===== src/rtl/bus_lock_pkg.sv =====
// Shared types for the bus lock sequence controller.
// Assumes: state encoding is private to the controller; no other block decodes it.
package bus_lock_pkg;
    typedef enum logic [1:0] {
        SEQ_IDLE = 2'd0,  // no lock held
        SEQ_RD1  = 2'd1,  // one locked read seen
        SEQ_RD2  = 2'd2,  // two locked reads seen
        SEQ_WR1  = 2'd3   // two reads and one write seen
    } seq_state_e;
endpackage


===== src/rtl/bus_lock_seq_fsm.sv =====
// Sequence tracker: follows the locked read/write pattern (R-W or R-R-W-W),
// remembers the target port and produces one-cycle events for start, release,
// pattern error and unsupported-request abort.
// Assumes: acc is only high for a locked request already qualified by req_ready.
module bus_lock_seq_fsm
    import bus_lock_pkg::*;
#(
    parameter int PORT_W = 2
) (
    input  logic              clk,
    input  logic              rst_n,
    input  logic              acc,
    input  logic              acc_write,
    input  logic [PORT_W-1:0] acc_port,
    input  logic              cpl_valid,
    input  logic              cpl_ur,
    output logic              busy,
    output logic [PORT_W-1:0] tgt_port,
    output logic              ev_start,
    output logic              ev_release,
    output logic              ev_err,
    output logic              ev_ur
);
    seq_state_e state_q, state_d;
    logic       ev_done;
    logic       ur_hit;

    assign busy   = (state_q != SEQ_IDLE);
    assign ur_hit = busy && cpl_valid && cpl_ur;

    // Next-state and event decode for the lock pattern.
    always_comb begin
        state_d  = state_q;
        ev_start = 1'b0;
        ev_done  = 1'b0;
        ev_err   = 1'b0;
        ev_ur    = 1'b0;
        if (ur_hit) begin
            ev_ur   = 1'b1;
            state_d = SEQ_IDLE;
        end else if (acc) begin
            case (state_q)
                SEQ_IDLE: begin
                    if (acc_write) begin
                        ev_err = 1'b1;
                    end else begin
                        ev_start = 1'b1;
                        state_d  = SEQ_RD1;
                    end
                end
                SEQ_RD1: begin
                    if (acc_write) begin
                        ev_done = 1'b1;
                        state_d = SEQ_IDLE;
                    end else begin
                        state_d = SEQ_RD2;
                    end
                end
                SEQ_RD2: begin
                    if (acc_write) begin
                        state_d = SEQ_WR1;
                    end else begin
                        ev_err  = 1'b1;
                        state_d = SEQ_IDLE;
                    end
                end
                default: begin
                    if (acc_write) begin
                        ev_done = 1'b1;
                    end else begin
                        ev_err = 1'b1;
                    end
                    state_d = SEQ_IDLE;
                end
            endcase
        end
    end

    assign ev_release = ev_done || ev_ur || (ev_err && busy);

    // State register.
    always_ff @(posedge clk) begin
        if (!rst_n) state_q <= SEQ_IDLE;
        else        state_q <= state_d;
    end

    // Capture the target port when a lock opens.
    always_ff @(posedge clk) begin
        if (!rst_n)        tgt_port <= '0;
        else if (ev_start) tgt_port <= acc_port;
    end

    // A lock in progress stays on one port until released.
    AST_TARGET_STABLE: assert property (@(posedge clk) disable iff (!rst_n)
        (busy && !ev_release) |=> (tgt_port == $past(tgt_port)));
endmodule


===== src/rtl/bus_lock_port_mask.sv =====
// Per-port blocking register: on a lock start every port except the target
// is blocked; on release all ports are unblocked.
// Assumes: set and clr are never high in the same cycle.
module bus_lock_port_mask #(
    parameter int NUM_PORTS = 4,
    parameter int PORT_W    = 2
) (
    input  logic                 clk,
    input  logic                 rst_n,
    input  logic                 set,
    input  logic                 clr,
    input  logic [PORT_W-1:0]    port,
    output logic [NUM_PORTS-1:0] blk
);
    for (genvar g = 0; g < NUM_PORTS; g++) begin : g_port
        // Block flag for one downstream port.
        always_ff @(posedge clk) begin
            if (!rst_n)   blk[g] <= 1'b0;
            else if (clr) blk[g] <= 1'b0;
            else if (set) blk[g] <= (port != PORT_W'(g));
        end
    end
endmodule


===== src/rtl/bus_lock_ctrl.sv =====
// Top of the bus lock sequence controller. Qualifies locked requests, stalls
// competing locks, drives per-port blocking and the locked-read / unlock
// pulses, and flags pattern errors, unsupported-request aborts and locks that
// target a native endpoint.
// Assumes: req_port is below NUM_PORTS; completions only arrive for the target.
module bus_lock_ctrl #(
    parameter  int NUM_PORTS = 4,
    localparam int PORT_W    = (NUM_PORTS > 1) ? $clog2(NUM_PORTS) : 1
) (
    input  logic                 clk,
    input  logic                 rst_n,
    input  logic                 req_valid,
    input  logic                 req_lock,
    input  logic                 req_write,
    input  logic [PORT_W-1:0]    req_port,
    output logic                 req_ready,
    input  logic [NUM_PORTS-1:0] port_native,
    input  logic                 cpl_valid,
    input  logic                 cpl_ur,
    output logic                 busy,
    output logic [NUM_PORTS-1:0] blk_port,
    output logic                 lrd_valid,
    output logic [PORT_W-1:0]    lrd_port,
    output logic                 unlock_valid,
    output logic [PORT_W-1:0]    unlock_port,
    output logic                 seq_err,
    output logic                 ur_abort,
    output logic                 native_hit
);
    logic              acc;
    logic [PORT_W-1:0] tgt_port;
    logic              ev_start, ev_release, ev_err, ev_ur;

    assign req_ready = !(busy && req_lock && (req_port != tgt_port));
    assign acc       = req_valid && req_lock && req_ready;

    bus_lock_seq_fsm #(.PORT_W(PORT_W)) seq_i (
        .clk        (clk),
        .rst_n      (rst_n),
        .acc        (acc),
        .acc_write  (req_write),
        .acc_port   (req_port),
        .cpl_valid  (cpl_valid),
        .cpl_ur     (cpl_ur),
        .busy       (busy),
        .tgt_port   (tgt_port),
        .ev_start   (ev_start),
        .ev_release (ev_release),
        .ev_err     (ev_err),
        .ev_ur      (ev_ur)
    );

    bus_lock_port_mask #(.NUM_PORTS(NUM_PORTS), .PORT_W(PORT_W)) mask_i (
        .clk   (clk),
        .rst_n (rst_n),
        .set   (ev_start),
        .clr   (ev_release),
        .port  (req_port),
        .blk   (blk_port)
    );

    // Registered event pulses toward the target port and the requester.
    always_ff @(posedge clk) begin
        if (!rst_n) begin
            lrd_valid    <= 1'b0;
            lrd_port     <= '0;
            unlock_valid <= 1'b0;
            unlock_port  <= '0;
            seq_err      <= 1'b0;
            ur_abort     <= 1'b0;
            native_hit   <= 1'b0;
        end else begin
            lrd_valid    <= ev_start;
            unlock_valid <= ev_release;
            seq_err      <= ev_err;
            ur_abort     <= ev_ur;
            native_hit   <= ev_start && port_native[req_port];
            if (ev_start)   lrd_port    <= req_port;
            if (ev_release) unlock_port <= tgt_port;
        end
    end

    AST_OTHERS_BLOCKED: assert property (@(posedge clk) disable iff (!rst_n)
        busy |-> ($countones(blk_port) == NUM_PORTS - 1));
    AST_TARGET_OPEN: assert property (@(posedge clk) disable iff (!rst_n)
        busy |-> !blk_port[tgt_port]);
    AST_IDLE_UNBLOCKED: assert property (@(posedge clk) disable iff (!rst_n)
        !busy |-> (blk_port == '0));
    AST_START_LOCKED_READ: assert property (@(posedge clk) disable iff (!rst_n)
        $rose(busy) |-> lrd_valid);
    AST_END_UNLOCK: assert property (@(posedge clk) disable iff (!rst_n)
        $fell(busy) |-> unlock_valid);
    AST_STALL_HOLDS: assert property (@(posedge clk) disable iff (!rst_n)
        (busy && req_valid && !req_ready && !cpl_valid) |=> busy);
    AST_ABORT_RELEASES: assert property (@(posedge clk) disable iff (!rst_n)
        ur_abort |-> (unlock_valid && !busy));
endmodule


===== config.mk =====
export PLATFORM = sky130hd
export DESIGN_NAME = bus_lock_ctrl
export DESIGN_NICKNAME = d
export VERILOG_FILES = /design/src/rtl/bus_lock_pkg.sv /design/src/rtl/bus_lock_seq_fsm.sv /design/src/rtl/bus_lock_port_mask.sv /design/src/rtl/bus_lock_ctrl.sv
export SDC_FILE = /design/constraint.sdc
export NUM_CORES = 1
export LEC_CHECK = 0
export ABC_AREA = 0
export BUFFER_PORTS_ARGS = -buffer_cell sky130_fd_sc_hd__buf_2
export CAP_MARGIN = 20
export CORE_MARGIN = 5
export CORE_UTILIZATION = 48
export DETAILED_ROUTE_END_ITERATION = 16
export GPL_TIMING_DRIVEN = 0
export HOLD_SLACK_MARGIN = 0.12
export PLACE_DENSITY = 0.78
export SLEW_MARGIN = 20
export SYNTH_ARGS = -nofsm -noshare
export SYNTH_HDL_FRONTEND = slang
export SYNTH_SLANG_ARGS = --single-unit

===== constraint.sdc =====
create_clock -name clk -period 4.25 [get_ports clk]
set_input_delay 0.425 -clock clk [delete_from_list [all_inputs] [get_ports clk]]
set_output_delay 0.425 -clock clk [all_outputs]
set_load 0.005 [all_outputs]

==> impl_metrics.tcl, run 1 <==
set metrics [dict create \
    reg2reg_to "mask_i.blk[0]" \
    arrival_ns 1.39 \
    synth_area_um2 682 \
    combPwrFrac 0.138 \
    finish.utilization 0.651 \
    p_switching_mw 0.0652 \
    syn_area_per_cell_um2 9.47 \
    synth-seq-cells 15 \
    setup_ws_ns 2.43 \
    max-cap-violations 0 \
    synthAdderAreaFrac 0 \
    hold_viol 0 \
    insertion_delay_ns 0.28 \
    dp_hpwl_um 1090 \
    die_w_um 47.7 \
    synthesis.nets 85 \
    path_max_fanout 4 \
    synthCells 72 \
    root_buffer "clkbuf_4" \
    grt_pass1_wl_um 2250 \
    diodes 0 \
    grt_usage 0.144 \
    cts-resized-gates 0 \
    design.die.area_um2 2270 \
    crit_path_end "req_ready" \
    die_y_um 47.7 \
    setup_viol 0 \
    yosysWarnings 0 \
    grt_pass1_vias 535 \
    hold_path.class "primary input to flop" \
    r2r_start "seq_i.state_q[0]" \
    synth_top_family_by_area "simple AND/OR/NAND/NOR gates" \
    worst-slew-pin-transition_ns 0.409 \
    wl_um 1430 \
    switching_share 0.248 \
    seq_power_share 0.560 \
    drc 0 \
    area_growth_pct 25.7 \
    synth_xor_area_frac 0.0257 \
    placementRows 13 \
    reg2reg_depth 5 \
    fin_tns_setup_ns 0 \
    startpoint "seq_i.tgt_port[0]" \
    slew_headroom 0.720 \
    clockBufferDepth 2 \
    avgRoutedWirePerCell_um 12.2 \
    crit_type "flop to primary output" \
    cts_sinks 15 \
    synthSimpleGateAreaFrac 0.228 \
    max_freq_mhz 550 \
    dr.pass1.iters 4 \
    drtAntennaViolNets 0 \
    nNetsFinal 116 \
    coreArea_um2 1320 \
    rrSetupSlack_ns 2.60 \
    seq_area_frac_synth 0.440 \
    cts_max_level 1 \
    drv_slew 0 \
    grt_overflow 0 \
    cp-end-kind "primary output" \
    synth_compound_area_frac 0.176 \
    gp_congestion 0.704 \
    grt_max_degree 11 \
    outcome "complete, no violations" \
    drive_above_1_share 0.324 \
    port_buffers 26 \
    cts_tree "yes" \
    ctsHoldBuffers 0 \
    fin_worst_skew_ns 0.00382 \
    rsz0062_at_grt "no" \
    post-place-ws_ns 2.52 \
    period_minus_slack_ns 1.82 \
    power_density_nw_per_um2 306 \
    peakVddDrop_uv 137 \
    path_clk_slew_ns 0.09 \
    vias_per_cell 5.33 \
    cts_buffers 3 \
    fin_crit_sh 0.428 \
    p_clk_frac 0.302 \
    power.static_leakage_nw 0.379 \
    synthMuxAreaShare 0.0917 \
    critPathLaunchType "flop" \
    intPower_mw 0.197 \
    initial_core_util 0.518 \
    antenna_found_initial 0 \
    vias 624 \
    worstPathRequired_ns 3.83 \
    yosysUniqueCellTypes 28 \
    ios 28 \
    first_iter_violations 13 \
    cts_setup_buffers 0 \
]
## kinds of logic after synthesis
group | count (synthesis)
AND/OR/NAND/NOR | 30
AO/OA/AOI/OAI | 15
flip-flops | 15
multiplexers | 5
buffers and inverters | 5
XOR/XNOR | 2
## routing by layer
metal | track usage | up-vias | routed length (µm)
met5 | 0 | - | 0
met4 | 0.0806 | 0 | 25
met3 | 0.0451 | 4 | 123
met2 | 0.206 | 27 | 622
met1 | 0.191 | 273 | 658
li1 | - | 320 | -
## cells in the mapped netlist (all sizes together)
cell type,instances,area share
nand3,2,0.015
o41ai,1,0.013
a2111oi,5,0.070
a22oi,1,0.011
clkbuf,1,0.0055
o31ai,1,0.011
nor3,2,0.031
and2,2,0.018
o311a,1,0.015
inv,3,0.017
a21boi,1,0.011
and3,1,0.0092
nand2,7,0.039
buf,1,0.017
mux4,1,0.033
nor2,9,0.050
xor2,2,0.026
o21a,2,0.024
dfxtp,15,0.44
nor4,2,0.018
or2,2,0.018
mux2i,4,0.059
a21oi,3,0.022
nor2b,2,0.018
nor3b,1,0.011
## worst max-delay path, cell delays in order (launching register included)
cell	delay, ns
dfxtp_1	0.41
xor2_1	0.28
or2_1	0.21
nand3_1	0.08
buf_2	0.13
## worst min-delay path by stage
stage                     end  slack [ns]  cells past startpoint      startpoint
3_5_place_dp   unlock_port[1]        0.44                      2  unlock_port[1]
4_1_cts             lrd_valid        0.44                      2       req_write
5_1_grt             lrd_valid        0.44                      2       req_write
6_report            lrd_valid        0.44                      2       req_write
2_1_floorplan  unlock_port[0]        0.45                      2  unlock_port[0]
3_3_place_gp   unlock_port[1]        0.44                      2  unlock_port[1]
## state kept, by name (all words and copies together), names as in the netlist
signal and count:
lrd_valid 1, mask_i.blk 4, native_hit 1, seq_err 1, seq_i.state_q 2, seq_i.tgt_port 2
unlock_port 2, unlock_valid 1, ur_abort 1
## power groups by stage
stage	Combinational, mW	Sequential, mW	Clock [mW]
floorplan	0.0206	0.151	0
global placement	0.0355	0.150	0
detailed placement	0.0364	0.150	0
CTS	0.0365	0.147	0.0815
global route	0.0404	0.148	0.0901
finish	0.0362	0.147	0.0794
## placed cells by master (no fill, tap or decap), types with 2 or more instances in the layout
cell type	count
a21oi_1	3
xor2_1	2
or2_1	2
nand3_1	2
nor2_1	9
a2111oi_1	3
clkbuf_4	3
nor4_1	2
nand2_1	7
buf_2	26
inv_1	3
and2_1	2
clkbuf_1	2
nor2b_1	2
mux2i_1	4
dfxtp_1	15
a2111oi_0	2
## cell type report
class / count / area (µm²)
fill: 112 / 460
multi-input combinational: 52 / 355
sequential: 15 / 300
timing repair buffer: 26 / 130
clock buffer: 4 / 26.3
tap: 15 / 18.8
buffer: 2 / 15.0
inverter: 3 / 11.3
## stage by stage
step                      hold WS, ns  power, mW  cells  area [µm²]
final                           0.439      0.263    117         857
after global routing            0.444      0.278    117         857
after CTS                       0.436      0.265    117         857
after detailed placement        0.444      0.187    113         831
after global placement          0.441      0.186    113         831
after floorplan                 0.451      0.171     72         682
Note: power is estimated with default switching activity, not from simulation.
==> run 2, diff against run 1 <==
--- a/config.mk
+++ b/config.mk
@@ -9,11 +9,11 @@
 export BUFFER_PORTS_ARGS = -buffer_cell sky130_fd_sc_hd__buf_2
 export CAP_MARGIN = 20
 export CORE_MARGIN = 5
-export CORE_UTILIZATION = 48
+export CORE_UTILIZATION = 41
 export DETAILED_ROUTE_END_ITERATION = 16
 export GPL_TIMING_DRIVEN = 0
 export HOLD_SLACK_MARGIN = 0.12
-export PLACE_DENSITY = 0.78
+export PLACE_DENSITY = 0.71
 export SLEW_MARGIN = 20
 export SYNTH_ARGS = -nofsm -noshare
 export SYNTH_HDL_FRONTEND = slang
==> constraint.sdc (replaced) <==
create_clock -name clk -period 1.56 [get_ports clk]
set_input_delay 0.156 -clock clk [delete_from_list [all_inputs] [get_ports clk]]
set_output_delay 0.156 -clock clk [all_outputs]
set_load 0.005 [all_outputs]
==> impl_metrics.tcl, run 2 (synthesized netlist as in run 1, its figures left out) <==
set metrics [dict create \
    power.static_leakage_nw 0.433 \
    die_y_um 50.8 \
    ctsHoldBuffers 0 \
    critPathTopFamily "simple AND/OR/NAND/NOR gates" \
    cpPeakStageDelay_ns 0.36 \
    antenna_found_initial 0 \
    port_buffers 26 \
    root_buffer "clkbuf_4" \
    grt_pass1_vias 581 \
    hold_path_depth 2 \
    cpMostUsedCell "buf_6" \
    worstPathRequired_ns 1.72 \
    max-cap-violations 0 \
    cts_sinks 15 \
    fin_crit_sh 0.963 \
    design_area_um2 985 \
    peakVddDrop_uv 530 \
    intPower_mw 0.552 \
    path_cells "or2_1, buf_6, nor3_4, buf_6, buf_6, and3_1, nor4_1" \
    area_growth_pct 44.4 \
    worst-slew-pin-transition_ns 0.363 \
    cts_tree "yes" \
    ios 28 \
    grt_usage 0.118 \
    vias_per_cell 5.66 \
    setup_ws_ns 0.0577 \
    wl_um 1690 \
    grt_pass1_wl_um 2390 \
    diodes 0 \
    path_max_fanout 8 \
    regMostFlops "mask_i.blk" \
    grt_max_degree 10 \
    vias 708 \
    hold_path.class "primary input to flop" \
    path_clk_slew_ns 0.09 \
    setup_viol 0 \
    combPwrFrac 0.174 \
    design.die.area_um2 2580 \
    arrival_ns 1.67 \
    avgRoutedWirePerCell_um 13.5 \
    cp-end-kind "flop" \
    largest_reg_flops 4 \
    hold_viol 0 \
    grt_overflow 0 \
    placementRows 14 \
    outcome "complete, no violations" \
    insertion_delay_ns 0.29 \
    drc 0 \
    p_switching_mw 0.204 \
    period_minus_slack_ns 1.50 \
    power_density_nw_per_um2 768 \
    placed_cell_area_um2 832 \
    first_iter_violations 20 \
    max_freq_mhz 666 \
    critPathLaunchType "flop" \
    dr.pass1.iters 5 \
    crit_slowest_cell "dfxtp_4" \
    coreArea_um2 1540 \
    clockBufferDepth 2 \
    crit_type "flop to flop" \
    gp_congestion 0.790 \
    p_total_mw 0.756 \
    p_clk_frac 0.297 \
    cp.depth 7 \
    cts_max_level 1 \
    switching_share 0.270 \
    fin_worst_skew_ns 0.00150 \
    die_w_um 50.8 \
    finish.utilization 0.639 \
    initial_core_util 0.442 \
    rsz0062_at_grt "yes" \
    crit_buf_inv 3 \
    cts_buffers 3 \
    drv_slew 0 \
    mostFrequentLayoutCell "buf_2" \
    seq_power_share 0.530 \
    fin_worst_hold_slack_ns 0.165 \
    drive_above_1_share 0.486 \
    post-place-ws_ns -0.0950 \
    reg2reg_depth 7 \
    slew_headroom 0.758 \
    drtAntennaViolNets 0 \
    dp_hpwl_um 1130 \
    final_cell_mix "buf_2, dfxtp_1, nor2_1, nand2_1, buf_4" \
    nNetsFinal 123 \
]
run 2: cell count changes in the layout (fill, tap and decap cells not counted), sizes merged:
cell / previous run / this run
clkinv: 0 / 1
clkbuf: 5 / 4
buf: 27 / 34
run 2: final cells by class:
| type | instances | area, µm² |
|---|---|---|
| fillers | 130 | 557 |
| repair buffers | 33 | 190 |
| multi-input cells | 52 | 413 |
| well taps | 16 | 20.0 |
| clock buffers | 3 | 22.5 |
| flip-flops and latches | 15 | 308 |
| clock inverters | 1 | 5.00 |
| plain buffers | 2 | 15.0 |
| inverters | 3 | 11.3 |
run 2: per-layer routing:
metal / GRT usage / part of all wire / vias up
met5: 0 / 0 / -
met4: 0.0511 / 0.030 / 0
met3: 0.0533 / 0.096 / 11
met2: 0.192 / 0.48 / 32
met1: 0.131 / 0.39 / 328
li1: - / - / 337
run 2: what timing repair did:
action | CTS | global route
endpoints found under the setup margin | 3 | 10
endpoints found under the hold margin | 0 | 0
gates resized for setup | 2 | 15
pin swaps | 1 | 7
setup buffers | 2 | 5
gates cloned | 0 | 0
run 2: final timing paths:
path | from | end | slack, ns
min reg2reg | unlock_port[1] | unlock_port[1] | 0.46
min | req_write | lrd_valid | 0.16
max | seq_i.state_q[0] | mask_i.blk[3] | 0.06
max reg2reg | seq_i.state_q[0] | mask_i.blk[3] | 0.06
run 2: worst reg2reg max path, cell delays in order, from the launching register on:
cell and delay [ns]:
dfxtp_4 0.36, or2_1 0.24, buf_6 0.13, nor3_4 0.16, buf_6 0.16, buf_6 0.11, and3_1 0.17, nor4_1 0.05
run 2: power groups by stage:
stage | Sequential (mW) | Clock (mW) | Combinational (mW)
after global placement | 0.409 | 0 | 0.0971
after detailed placement | 0.409 | 0 | 0.100
after global routing | 0.402 | 0.247 | 0.144
final | 0.400 | 0.224 | 0.131
after floorplan | 0.410 | 0 | 0.0561
after CTS | 0.400 | 0.225 | 0.106
run 2: per-stage QoR:
step / TNS [ns] / cells
after detailed placement: -0.237 / 114
after global placement: -0.0933 / 114
after global routing: -0.0501 / 125
after floorplan: 0 / 72
after CTS: 0 / 120
final: 0 / 125
==> run 3, diff against run 2 <==
--- a/config.mk
+++ b/config.mk
@@ -9,12 +9,11 @@
 export BUFFER_PORTS_ARGS = -buffer_cell sky130_fd_sc_hd__buf_2
 export CAP_MARGIN = 20
 export CORE_MARGIN = 5
-export CORE_UTILIZATION = 41
+export CORE_UTILIZATION = 45
 export DETAILED_ROUTE_END_ITERATION = 16
 export GPL_TIMING_DRIVEN = 0
 export HOLD_SLACK_MARGIN = 0.12
-export PLACE_DENSITY = 0.71
-export SLEW_MARGIN = 20
+export PLACE_DENSITY = 0.73
 export SYNTH_ARGS = -nofsm -noshare
 export SYNTH_HDL_FRONTEND = slang
 export SYNTH_SLANG_ARGS = --single-unit
==> constraint.sdc (replaced) <==
create_clock -name clk -period 1.65 [get_ports clk]
set_input_delay 0.165 -clock clk [delete_from_list [all_inputs] [get_ports clk]]
set_output_delay 0.165 -clock clk [all_outputs]
set_load 0.005 [all_outputs]
==> impl_metrics.tcl, run 3 (synthesized netlist as in run 1, its figures left out) <==
set metrics [dict create \
    hold_start "req_write" \
    period_minus_slack_ns 1.55 \
    peakVddDrop_uv 442 \
    fin_crit_sh 0.942 \
    initial_core_util 0.463 \
    outcome "complete, no violations" \
    avgRoutedWirePerCell_um 12.9 \
    arrival_ns 1.74 \
    path_cells "or2_1, buf_6, nor3_4, buf_4, nor2_1, a2111oi_1" \
    die_w_um 48.9 \
    crit_slowest_cell "dfxtp_2" \
    hold_viol 0 \
    reg2reg_depth 6 \
    grt_max_degree 11 \
    placementRows 14 \
    cts_tree "yes" \
    post-place-ws_ns 0.0221 \
    critPathLaunchType "flop" \
    regMostFlops "mask_i.blk" \
    port_buffers 26 \
    grt_overflow 0 \
    slew_headroom 0.753 \
    nNetsFinal 118 \
    cpPeakStageDelay_ns 0.35 \
    hold_path.class "primary input to flop" \
    vias_per_cell 5.46 \
    drv_slew 0 \
    cp-end-kind "flop" \
    drtAntennaViolNets 0 \
    regArea_um2 302 \
    setup_ws_ns 0.0955 \
    crit_type "flop to flop" \
    power_density_nw_per_um2 767 \
    die_y_um 48.9 \
    path_clk_slew_ns 0.09 \
    first_iter_violations 9 \
    grt_pass1_vias 627 \
    startpoint "seq_i.state_q[0]" \
    cts_sinks 15 \
    grt_usage 0.136 \
    ios 28 \
    root_buffer "clkbuf_4" \
    final_cell_mix "buf_2, dfxtp_1, nor2_1, nand2_1, mux2i_1" \
    drc 0 \
    setup_viol 0 \
    design_area_um2 907 \
    r2r_start "seq_i.state_q[0]" \
    coreArea_um2 1470 \
    ctsHoldBuffers 0 \
    dr.pass1.iters 4 \
    grt_pass1_wl_um 2640 \
    fillers 140 \
    max-cap-violations 0 \
    worstPathRequired_ns 1.83 \
    wl_um 1550 \
    worst-slew-pin-transition_ns 0.361 \
    largest_reg_flops 4 \
    insertion_delay_ns 0.29 \
    drive_above_1_share 0.394 \
    max_freq_mhz 643 \
    cts_buffers 3 \
    vias 655 \
    fin_tns_setup_ns 0 \
    gp_congestion 0.796 \
    diodes 0 \
    design.die.area_um2 2390 \
    hold_path_depth 2 \
    critPathTopFamily "simple AND/OR/NAND/NOR gates" \
    placed_cell_area_um2 832 \
    fin_worst_skew_ns 0.00575 \
    dp_hpwl_um 1150 \
    cp.depth 6 \
    antenna_found_initial 0 \
    path_max_fanout 7 \
    area_growth_pct 33.0 \
    power.static_leakage_nw 0.398 \
    cts_max_level 1 \
    mostFrequentLayoutCell "buf_2" \
    multi_input_area_um2 388 \
    crit_buf_inv 2 \
    clockBufferDepth 2 \
]
==> run 3: area by class of cell <==
class                           instances  area share
Multi-Input combinational cell         52       0.428
Sequential cell                        15       0.332
Timing Repair Buffer                   28       0.160
Clock buffer                            4      0.0290
Tap cell                               16      0.0221
Buffer                                  2      0.0166
Inverter                                3      0.0124
==> run 3: where the power goes <==
group | internal, mW | leakage (nW) | switching (mW)
sequential | 0.372 | 0.122 | 0.00702
combinational | 0.0481 | 0.260 | 0.0558
clock | 0.0940 | 0.0150 | 0.118
total | 0.515 | 0.398 | 0.181
==> run 3: repair_timing <==
item / in CTS / in global routing
endpoints found under the setup margin: 0 / 5
buffers inserted: 0 / 2
resized for setup: 0 / 6
==> run 3: worst paths after layout <==
kind	slack [ns]	endpoint
setup / recovery	0.1	mask_i.blk[1]
hold / removal	0.17	lrd_valid
setup reg to reg	0.1	mask_i.blk[1]
hold reg to reg	0.46	unlock_port[0]
==> run 3: metal layers <==
metal / routed length, µm / vias up / global-route usage
met3: 150 / 4 / 0.0550
met5: 0 / - / 0
met2: 728 / 29 / 0.228
met4: 25 / 0 / 0.0538
li1: - / 324 / -
met1: 646 / 298 / 0.152
==> run 3: per-stage QoR <==
| stage | hold WS, ns | instances | total power, mW | utilization |
|---|---|---|---|---|
| 5_1_grt | 0.172 | 120 | 0.741 | 0.616 |
| 4_1_cts | 0.172 | 118 | 0.688 | 0.583 |
| 6_report | 0.170 | 120 | 0.696 | 0.616 |
| 3_5_place_dp | 0.450 | 114 | 0.481 | 0.565 |
| 2_1_floorplan | 0.251 | 72 | 0.441 | - |
| 3_3_place_gp | 0.441 | 114 | 0.479 | 0.565 |
==> run 3: worst reg2reg max path: stages (launching register included) <==
cell and delay, ns:
dfxtp_2 0.35, or2_1 0.24, buf_6 0.13, nor3_4 0.18, buf_4 0.18, nor2_1 0.05
a2111oi_1 0.33
